===== config.mk =====
export PLATFORM = sky130hd
export DESIGN_NAME = hs_sequencer
export DESIGN_NICKNAME = d
export VERILOG_FILES = /design/src/rtl/hs_seq_pkg.sv /design/src/rtl/hs_sync.sv /design/src/rtl/hs_seq_fsm.sv /design/src/rtl/hs_sequencer.sv
export SDC_FILE = /design/constraint.sdc
export NUM_CORES = 1
export LEC_CHECK = 0
export ABC_AREA = 1
export CORE_AREA = 5 5 42 44
export DETAILED_ROUTE_END_ITERATION = 7
export DIE_AREA = 0 0 47 49
export SLEW_MARGIN = 20
export SYNTH_ARGS = -nofsm -noshare
export SYNTH_HDL_FRONTEND = slang
export SYNTH_HIERARCHICAL = 1
export SYNTH_SLANG_ARGS = --single-unit

===== constraint.sdc =====
create_clock -name clk_i -period 1.6 [get_ports clk_i]
set_clock_uncertainty 0.15 [all_clocks]
set_input_delay 0.16 -clock clk_i [delete_from_list [all_inputs] [get_ports clk_i]]
set_output_delay 0.16 -clock clk_i [all_outputs]
set_load 0.005 [all_outputs]

===== src/rtl/hs_seq_pkg.sv =====
package hs_seq_pkg;
  localparam int unsigned NUM_IN = 3;

  // state bits: [3]=a_ack [2]=c_req [1]=b_req [0]=b release phase
  typedef enum logic [3:0] {
    ST_IDLE   = 4'b0000,
    ST_B_RISE = 4'b0010,
    ST_B_FALL = 4'b0001,
    ST_C_RISE = 4'b0100,
    ST_A_HIGH = 4'b1100,
    ST_C_FALL = 4'b1000
  } seq_state_e;

  localparam int unsigned BIT_AK = 3;
  localparam int unsigned BIT_CR = 2;
  localparam int unsigned BIT_BR = 1;
endpackage


===== src/rtl/hs_sync.sv =====
module hs_sync #(
  parameter int unsigned STAGES = 2,
  parameter int unsigned WIDTH  = 3
) (
  input  logic             clk_i,
  input  logic             rst_ni,
  input  logic [WIDTH-1:0] d_i,
  output logic [WIDTH-1:0] q_o
);
  generate
    if (STAGES == 0) begin : g_bypass
      assign q_o = d_i;
    end else begin : g_chain
      logic [WIDTH-1:0] pipe_q [STAGES];
      for (genvar s = 0; s < STAGES; s++) begin : g_stage
        always_ff @(posedge clk_i or negedge rst_ni) begin
          if (!rst_ni) begin
            pipe_q[s] <= '0;
          end else begin
            if (s == 0) pipe_q[s] <= d_i;
            else        pipe_q[s] <= pipe_q[(s == 0) ? 0 : s-1];
          end
        end
      end
      assign q_o = pipe_q[STAGES-1];
    end
  endgenerate
endmodule


===== src/rtl/hs_seq_fsm.sv =====
module hs_seq_fsm
  import hs_seq_pkg::*;
(
  input  logic clk_i,
  input  logic rst_ni,
  input  logic a_req_i,
  input  logic b_ack_i,
  input  logic c_ack_i,
  output logic a_ack_o,
  output logic b_req_o,
  output logic c_req_o
);
  seq_state_e state_q, state_d;

  always_comb begin
    state_d = state_q;
    unique case (state_q)
      ST_IDLE:   if (a_req_i && !b_ack_i) state_d = ST_B_RISE;
      ST_B_RISE: if (b_ack_i)             state_d = ST_B_FALL;
      ST_B_FALL: if (!b_ack_i && !c_ack_i) state_d = ST_C_RISE;
      ST_C_RISE: if (c_ack_i)             state_d = ST_A_HIGH;
      ST_A_HIGH: if (!a_req_i)            state_d = ST_C_FALL;
      ST_C_FALL: if (!c_ack_i)            state_d = ST_IDLE;
      default:                            state_d = ST_IDLE;
    endcase
  end

  always_ff @(posedge clk_i or negedge rst_ni) begin
    if (!rst_ni) state_q <= ST_IDLE;
    else         state_q <= state_d;
  end

  // outputs are state flops, glitch free
  assign a_ack_o = state_q[BIT_AK];
  assign c_req_o = state_q[BIT_CR];
  assign b_req_o = state_q[BIT_BR];
endmodule


===== src/rtl/hs_sequencer.sv =====
module hs_sequencer #(
  parameter int unsigned SYNC_STAGES = 2
) (
  input  logic clk_i,
  input  logic rst_ni,
  input  logic a_req_i,
  output logic a_ack_o,
  output logic b_req_o,
  input  logic b_ack_i,
  output logic c_req_o,
  input  logic c_ack_i
);
  import hs_seq_pkg::*;

  logic [NUM_IN-1:0] raw_in, smp_in;

  assign raw_in = {c_ack_i, b_ack_i, a_req_i};

  hs_sync #(
    .STAGES (SYNC_STAGES),
    .WIDTH  (NUM_IN)
  ) u_sync (
    .clk_i  (clk_i),
    .rst_ni (rst_ni),
    .d_i    (raw_in),
    .q_o    (smp_in)
  );

  hs_seq_fsm u_fsm (
    .clk_i   (clk_i),
    .rst_ni  (rst_ni),
    .a_req_i (smp_in[0]),
    .b_ack_i (smp_in[1]),
    .c_ack_i (smp_in[2]),
    .a_ack_o (a_ack_o),
    .b_req_o (b_req_o),
    .c_req_o (c_req_o)
  );
endmodule


**After elaboration in Yosys (flattened, before gate mapping)**

Cells that the tools add are included.

- Equal/unequal tests: 11
- Mux-type cells: 7
- Reductions and logical operators: 6

Operators by type and width:

| cell | count |
|---|---|
| $mux W4 | 6 |
| $pmux W4 S6 | 1 |
| $eq A4 B4 Y1 const B | 2 |
| $ne A2 B2 Y1 const B | 4 |
| $reduce_and A6 Y1 | 1 |
| $eq A4 B1 Y1 const B | 1 |
| $eq A4 B2 Y1 const B | 1 |
| $eq A4 B3 Y1 const B | 1 |
| $logic_not A4 Y1 | 1 |
| $ne A2 B1 Y1 const B | 2 |
| $logic_and A1 B1 Y1 | 2 |
| $logic_not A1 Y1 | 2 |

- Register bits after elaboration: 10
- Input bits: 5
- Output and inout bits: 3
- Word-level logic and storage cells: 27

**Logic depth before layout (Yosys ltp)**

Gate-level depths: netlist (run 1).

- Word-level depth: 4
- Depth in mapped cells: 9
- Gate-level depth less buffers: 8

**Hierarchy**

The synthesis (run 1) kept the hierarchy.

Modules (own cells, without submodules):

| module | instances | cells each | area an instance (um2) | seq. area each (um2) |
|---|---|---|---|---|
| hs_seq_fsm | 1 | 53 | 327.8 | 100.1 |
| hs_sync | 1 | 9 | 172.7 | 150.1 |

**Worst setup path before layout (run 1)**

Ideal clock, no wire load.

- Path kind: register to register
- From: register u_sync.g_chain.pipe_q (netlist bit u_sync/q_o[1])
- To: register u_fsm.state_q[3]
- Library setup time: 0.117 ns
- Data arrival time: 1.005 ns
- Data required time: 1.333 ns
- Setup slack: 0.328 ns
- Stages on the path, launching flop included: 10
- Path buffers: 1
- Period minus slack after synthesis: 1.272 ns
- Path through: dfrtp_1 > buf_4 > inv_1 > nand2_1 > nand3_2 > inv_2 > nor2_1 > nand2_2 > nand2_1 > nand2_1

- Longest elaborated chain between the ends: 4
- Elaborated cells between the ends (all ways): 7
- Classes of those cells: eq/ne (3); reduce/logical (4)

Ends and longest elaborated chain:

| element | RTL line | text |
|---|---|---|
| from (decl) | hs_sync.sv:14 | `logic [WIDTH-1:0] pipe_q [STAGES];` |
| from (signal, indexed assignment) | hs_sync.sv:20 | `if (s == 0) pipe_q[s] <= d_i;` |
| from (signal, indexed assignment) | hs_sync.sv:21 | `else pipe_q[s] <= pipe_q[(s == 0) ? 0 : s-1];` |
| $logic_not A1 Y1 | hs_seq_fsm.sv:18, hs_seq_fsm.sv:20 |  |
| $logic_and A1 B1 Y1, on equally long branches | hs_seq_fsm.sv:20, hs_seq_fsm.sv:18 |  |
| $ne A2 B1 Y1 (no line) | - |  |
| $reduce_and A6 Y1 (no line) (*) | - |  |
| to (signal assigned) | hs_seq_fsm.sv:30 | `else state_q <= state_d;` |
| to (decl) | hs_seq_fsm.sv:13 | `seq_state_e state_q, state_d;` |

Mark *: on every way between the ends. The rest lies on a longest branch, timed or not.
A chain may end at the register's enable or synchronous reset.

**Worst setup path in the final report (run 1)**

- From: register u_fsm.state_q[1]
- To: output b_req_o

RTL lines:

| element | RTL line | text |
|---|---|---|
| to (decl) | hs_sequencer.sv:8 | `output logic b_req_o,` |

No word-level cell between the ends.

==> results of run 1 <==
==> flip-flops by register name, summed over array words and instances, names as in the netlist <==
name	count
u_sync/q_o	3
u_fsm/state_q	4
u_sync/g_chain.pipe_q	3
==> worst max-delay path by stage <==
stage | to | slack, ns
6_report | b_req_o | 0.06
5_1_grt | b_req_o | 0.009
4_1_cts | c_req_o | 0.02
3_5_place_dp | u_fsm/state_q[3]$_DFFE_PN0P_ | 0.21
3_3_place_gp | u_fsm/state_q[0]$_DFFE_PN0P_ | 0.21
2_1_floorplan | u_fsm/state_q[3]$_DFFE_PN0P_ | 0.33
==> area by class of cell <==
type                            instances  area, um2
Timing Repair Buffer                    7       70.1
Inverter                               10       37.5
Clock buffer                            4       36.3
Tap cell                               16       20.0
Fill cell                             153        795
Sequential cell                        10        253
Multi-Input combinational cell         39        190
==> kinds of logic (layout without fill, tap and decap cells) <==
kind of cell	after synthesis	after routing	synth area share (%)
simple gates	39	39	38.0
buf+inv	13	21	12.0
flops	10	10	50.0
==> per-stage QoR <==
stage / total power [mW] / setup slack (ns) / std cells / hold WS [ns]
5_1_grt: 1.16 / 0.00856 / 86 / 0.0752
6_report: 1.05 / 0.0639 / 86 / 0.0558
3_5_place_dp: 0.828 / 0.209 / 82 / 0.186
3_3_place_gp: 0.833 / 0.206 / 82 / 0.182
2_1_floorplan: 0.684 / 0.328 / 62 / -0.286
4_1_cts: 1.06 / 0.0159 / 86 / 0.0587
==> power groups by stage <==
stage,Sequential (mW),Combinational [mW],Clock (mW)
after floorplan,0.363,0.321,0
after global routing,0.388,0.531,0.240
after CTS,0.374,0.458,0.231
after detailed placement,0.375,0.453,0
after global placement,0.378,0.455,0
final,0.376,0.457,0.220
==> Yosys cell counts, drive strengths merged <==
master,number,share of area [%]
nand2,19,15
inv,10,7.5
nor4,1,1.3
nand3,9,11
nor3,1,1.0
nor2,8,8.0
dfrtp,10,50
buf,3,4.5
nand3b,1,1.5
==> timing repair <==
action | CTS | global route
hold buffers | 0 | 0
gates resized for setup | 1 | 1
setup endpoints to repair | 1 | 1
pin swaps | 0 | 0
==> metal layers <==
metal / vias up / track usage, %
li1: 204 / -
met1: 182 / 13.8
met2: 14 / 14.7
met3: 2 / 2.21
met4: 0 / 8.29
met5: - / 0
==> summary.md, run 1 <==
| Metric | Value |
|---|---|
| P_leak | 0.327 nW |
| Port-buffer cells | 7 |
| Critical path class | reg -> out |
| Switching Power | 417 uW |
| Post-CTS setup buffers | 0 |
| Tmin final | 1.54 ns |
| Reg-to-reg endpoint | u_fsm/state_q[2]$_DFFE_PN0P_ |
| Clock Pin Slew Worst Setup and Hold Paths | 0.07 ns |
| Period utilisation layout | 96.0% |
| Iteration-0 DRC Markers | 6 |
| Top sig layer | met4 |
| RSZ-0062 raised after global routing | false |
| Tightest Pin Transition | 0.439 ns |
| Worst-Skew Late Latency | 0.25 ns |
| Layout cells sized above 1 | 21.4% |
| Commonest non-fill, non-tap cell in the layout | nand2_1 |
| Via count | 402 |
| CP bufs+invs | 1 |
| Core Rows | 14 |
| Tot GR Track Use | 10.6% |
| Initial antenna violation count | 0 |
| RR Startpoint | u_fsm/state_q[3]$_DFFE_PN0P_ |
| TritonCTS clock tree | yes |
| Die Y | 49 um |
| CP max stage delay | 0.53 ns |
| Via density | 4.67 |
| Most frequent cells in the layout | nand2_1 (17), inv_1 (9), dfrtp_1 (8), clkdlybuf4s50_1 (7), nand3_1 (7) |
| Drt pass-1 iters | 4 |
| Clock share of power | 20.9% |
| CTS max path bufs | 2 |
| Max-cap violations | 0 |
| Routability Congestion | 0.893 |
| Synth cell types | 13 |
| Die area | 2300 um2 |
| Root Buffer | clkbuf_4 |
| Grt ovf | 0 |
| Largest net degree at the start of global routing | 11 |
| Setup TNS | 0 ns |
| Slowest-stage cell, CP | clkdlybuf4s50_1 |
| CTS H-tree lvls | 1 |
| Core area | 1400 um2 |
| Comb pwr share | 43.4% |
| Die X-Extent | 47 um |
| Critical path origin | u_fsm/state_q[1]$_DFFE_PN0P_ |
| DP HPWL | 705 um |
| # DRC | 0 |
| Placed inst area | 568 um2 |
| Family with the most delay on the worst path | buffers and inverters |
| Pwr dens | 1740 nW/um2 |
| Average wire per cell in the routed design | 10.5 um |
| Number of buffers created by CTS | 3 |
| Critical path arrival | 1.23 ns |
| Initial core utilization | 35.7% |
| Crit path cell chain | clkdlybuf4s50_1 |
| Internal power | 637 uW |
| Startpoint type of the worst setup path | flip-flop |
| YS warnings | 6 |
| Fmax | 651 MHz |
| Status | complete, no violations |
| Antenna diodes | 0 |
| Worst Setup End Kind | primary output |
| Net Sw Frac | 39.6% |
| First-pass GRT wire length | 1.73 mm |
| Hold Path Class | in -> async |
| R2R Setup Slk | 0.21 ns |
| Final Util | 43.3% |
| CTS sink cnt | 10 |
| Post-Route M1 WL | 386 um |
| Met2 wire length | 455 um |
| Nets | 76 |
| Slew Viols, Final | 0 |
| Drt total wl | 900 um |
| Seq pwr share | 35.7% |
| Synth Area per Inst | 8.07 um2 |
| WP data required | 1.29 ns |
| Layout area overhead | 21.2% |
| Detail Route Antenna Nets | 0 |
| Hold Fails Final Rpt | 0 |
| CP max FO | 5 |
| Critical Path Stages | 1 |
| Cell Area, Synth | 500 um2 |
| R2r worst-path depth | 6 |
| Endpoints failing setup | 0 |
| Vias in the first global route | 404 |
| Max VDD drop | 0.754 mV |
| Met3 WL | 39 um |
| Synth Register Bits | 10 |
| Synth Instances | 62 |
| Post-synthesis sequential area ratio | 50.0% |
| Relative slew slack | 70.7% |
| Syn nets | 67 |
| I/O pins | 8 |
| Final instance area | 607 um2 |
Note: power is estimated with default switching activity, not from simulation.
==> inputs of run 2 (changes only) <==
==> constraint.sdc (replaced) <==
create_clock -name clk_i -period 1.6 [get_ports clk_i]
set_clock_uncertainty 0.15 [all_clocks]
set_input_delay 0.48 -clock clk_i [delete_from_list [all_inputs] [get_ports clk_i]]
set_output_delay 0.48 -clock clk_i [all_outputs]
set_load 0.005 [all_outputs]
==> summary.md, run 2 (same netlist as run 1, synthesis figures left out) <==
| Metric | Value |
|---|---|
| Status | complete, no violations (unchanged) |
| First-pass GRT wire length | 1.66 mm (was 1.73 mm) |
| Slowest-stage cell, CP | dfrtp_1 (was clkdlybuf4s50_1) |
| Setup TNS | 0 ns (unchanged) |
| Max-cap violations | 0 (unchanged) |
| Worst Setup End Kind | primary output (unchanged) |
| Nets | 79 (was 76) |
| Die area | 2300 um2 (unchanged) |
| Family with the most delay on the worst path | flip-flops (was buffers and inverters) |
| Min-Delay Path Depth | 0 |
| Die X-Extent | 47 um (unchanged) |
| Reg with most FFs | u_fsm/state_q (unchanged) |
| Sequential cell area | 250 um2 (was 253 um2) |
| Max VDD drop | 0.726 mV (was 0.754 mV) |
| Max FFs per register | 4 (unchanged) |
| Core area | 1400 um2 (unchanged) |
| Tmin final | 1.53 ns (was 1.54 ns) |
| Hold WS | 0.202 ns (was 0.0558 ns) |
| Relative slew slack | 71.7% (was 70.7%) |
| Worst-Skew Late Latency | 0.26 ns (was 0.25 ns) |
| Via density | 4.44 (was 4.67) |
| Drt pass-1 iters | 4 (unchanged) |
| Tot GR Track Use | 9.91% (was 10.6%) |
| Die Y | 49 um (unchanged) |
| CTS H-tree lvls | 1 (unchanged) |
| Crit path cell chain | dlygate4sd2_1 (was clkdlybuf4s50_1) |
| Commonest non-fill, non-tap cell in the layout | nand2_1 (unchanged) |
| Most frequent cells in the layout | nand2_1 (17), dfrtp_1 (10), inv_1 (9), nand3_1 (7) (was nand2_1 (17), inv_1 (9), dfrtp_1 (8), clkdlybuf4s50_1 (7), nand3_1 (7)) |
| CP max stage delay | 0.38 ns (was 0.53 ns) |
| # DRC | 0 (unchanged) |
| Tightest Pin Transition | 0.424 ns (was 0.439 ns) |
| P_leak | 0.356 nW (was 0.327 nW) |
| Hold Fails Final Rpt | 0 (unchanged) |
| Port-buffer cells | 7 (unchanged) |
| CTS max path bufs | 2 (unchanged) |
| Critical path arrival | 0.90 ns (was 1.23 ns) |
| Critical Path Stages | 1 (unchanged) |
| DP HPWL | 722 um (was 705 um) |
| Fmax | 656 MHz (was 651 MHz) |
| Hold Path Class | reg -> reg (was in -> async) |
| I/O pins | 8 (unchanged) |
| RSZ-0062 raised after global routing | false (unchanged) |
| Largest net degree at the start of global routing | 11 (unchanged) |
| WP data required | 0.97 ns (was 1.29 ns) |
| Antenna diodes | 0 (unchanged) |
| Vias in the first global route | 395 (was 404) |
| Layout area overhead | 24.5% (was 21.2%) |
| Startpoint type of the worst setup path | flip-flop (unchanged) |
| Multi-input logic area | 190 um2 (unchanged) |
| Initial core utilization | 35.7% (unchanged) |
| R2r worst-path depth | 7 (was 6) |
| Grt ovf | 0 (unchanged) |
| Clock Pin Slew Worst Setup and Hold Paths | 0.06 ns (was 0.07 ns) |
| Fillers | 143 (was 153) |
| Critical path class | reg -> out (unchanged) |
| Via count | 395 (was 402) |
| Root Buffer | clkbuf_4 (unchanged) |
| CP max FO | 2 (was 5) |
| Drt total wl | 892 um (was 900 um) |
| CP bufs+invs | 1 (unchanged) |
| TritonCTS clock tree | yes (unchanged) |
| Post-CTS setup buffers | 0 (unchanged) |
| Detail Route Antenna Nets | 0 (unchanged) |
| Iteration-0 DRC Markers | 6 (unchanged) |
| Routability Congestion | 0.798 (was 0.893) |
| CTS sink cnt | 10 (unchanged) |
| Number of buffers created by CTS | 3 (unchanged) |
| Layout cells sized above 1 | 21.9% (was 21.4%) |
| Slew Viols, Final | 0 (unchanged) |
| Endpoints failing setup | 0 (unchanged) |
| Core Rows | 14 (unchanged) |
| Initial antenna violation count | 0 (unchanged) |
| Period utilisation layout | 95.3% (was 96.0%) |
| Average wire per cell in the routed design | 10.0 um (was 10.5 um) |
| Pwr dens | 1710 nW/um2 (was 1740 nW/um2) |
-- run 2: cell count changes in the layout (fill, tap and decap cells not counted) --
cell             previous run  this run
clkdlybuf4s50_1             7         4
dlygate4sd2_1               0         3
buf_4                       0         3
dfrtp_1                     8        10
dfrtp_2                     2         0
-- run 2: repair_timing --
item,CTS,global route
hold buffers,0,0
gates resized for setup,3,0
endpoints found under the setup margin,3,0
-- run 2: path summary, 6_finish.rpt --
kind	start	to	slack (ns)
worst max-delay path	u_fsm/state_q[2]$_DFFE_PN0P_	c_req_o	0.07
worst min-delay path	u_sync/g_chain.pipe_q[5]$_DFF_PN0_	u_sync/q_o[2]$_DFF_PN0_	0.20
worst max register to register	u_fsm/state_q[3]$_DFFE_PN0P_	u_fsm/state_q[2]$_DFFE_PN0P_	0.17
worst min register to register	u_sync/g_chain.pipe_q[5]$_DFF_PN0_	u_sync/q_o[2]$_DFF_PN0_	0.20
max in group asynchronous	rst_ni	u_fsm/state_q[3]$_DFFE_PN0P_	0.63
min in group asynchronous	rst_ni	u_sync/q_o[1]$_DFF_PN0_	0.37
-- run 2: where the power goes --
group | internal (mW) | leakage (nW) | switching (mW)
logic | 0.210 | 0.212 | 0.312
clock network | 0.138 | 0.0210 | 0.0807
registers | 0.302 | 0.123 | 0.0257
-- run 2: layer usage --
layer | track usage (%) | wire length, um | vias up
li1 | - | - | 210
met1 | 13.0 | 421 | 179
met2 | 14.5 | 435 | 4
met3 | 1.11 | 23 | 2
met4 | 6.91 | 12 | 0
met5 | 0 | 0 | -
-- run 2: layout make-up --
class	count	share of cell area, %
inverter	10	6.02
timing repair buffer	10	14.3
multi-input combinational	39	30.5
sequential	10	40.2
tap	16	3.21
clock buffer	4	5.82
-- run 2: stage by stage --
stage | instance area, um2 | power (mW) | setup WS, ns | std cells | utilization [%]
global route | 623 | 1.18 | 0.00623 | 89 | 44.5
global placement | 591 | 0.872 | 0.144 | 85 | 42.1
CTS | 623 | 1.09 | 0.0536 | 89 | 44.5
finish | 623 | 1.07 | 0.0748 | 89 | 44.5
detailed placement | 591 | 0.880 | 0.139 | 85 | 42.1
floorplan | 500 | 0.684 | 0.328 | 62 | -
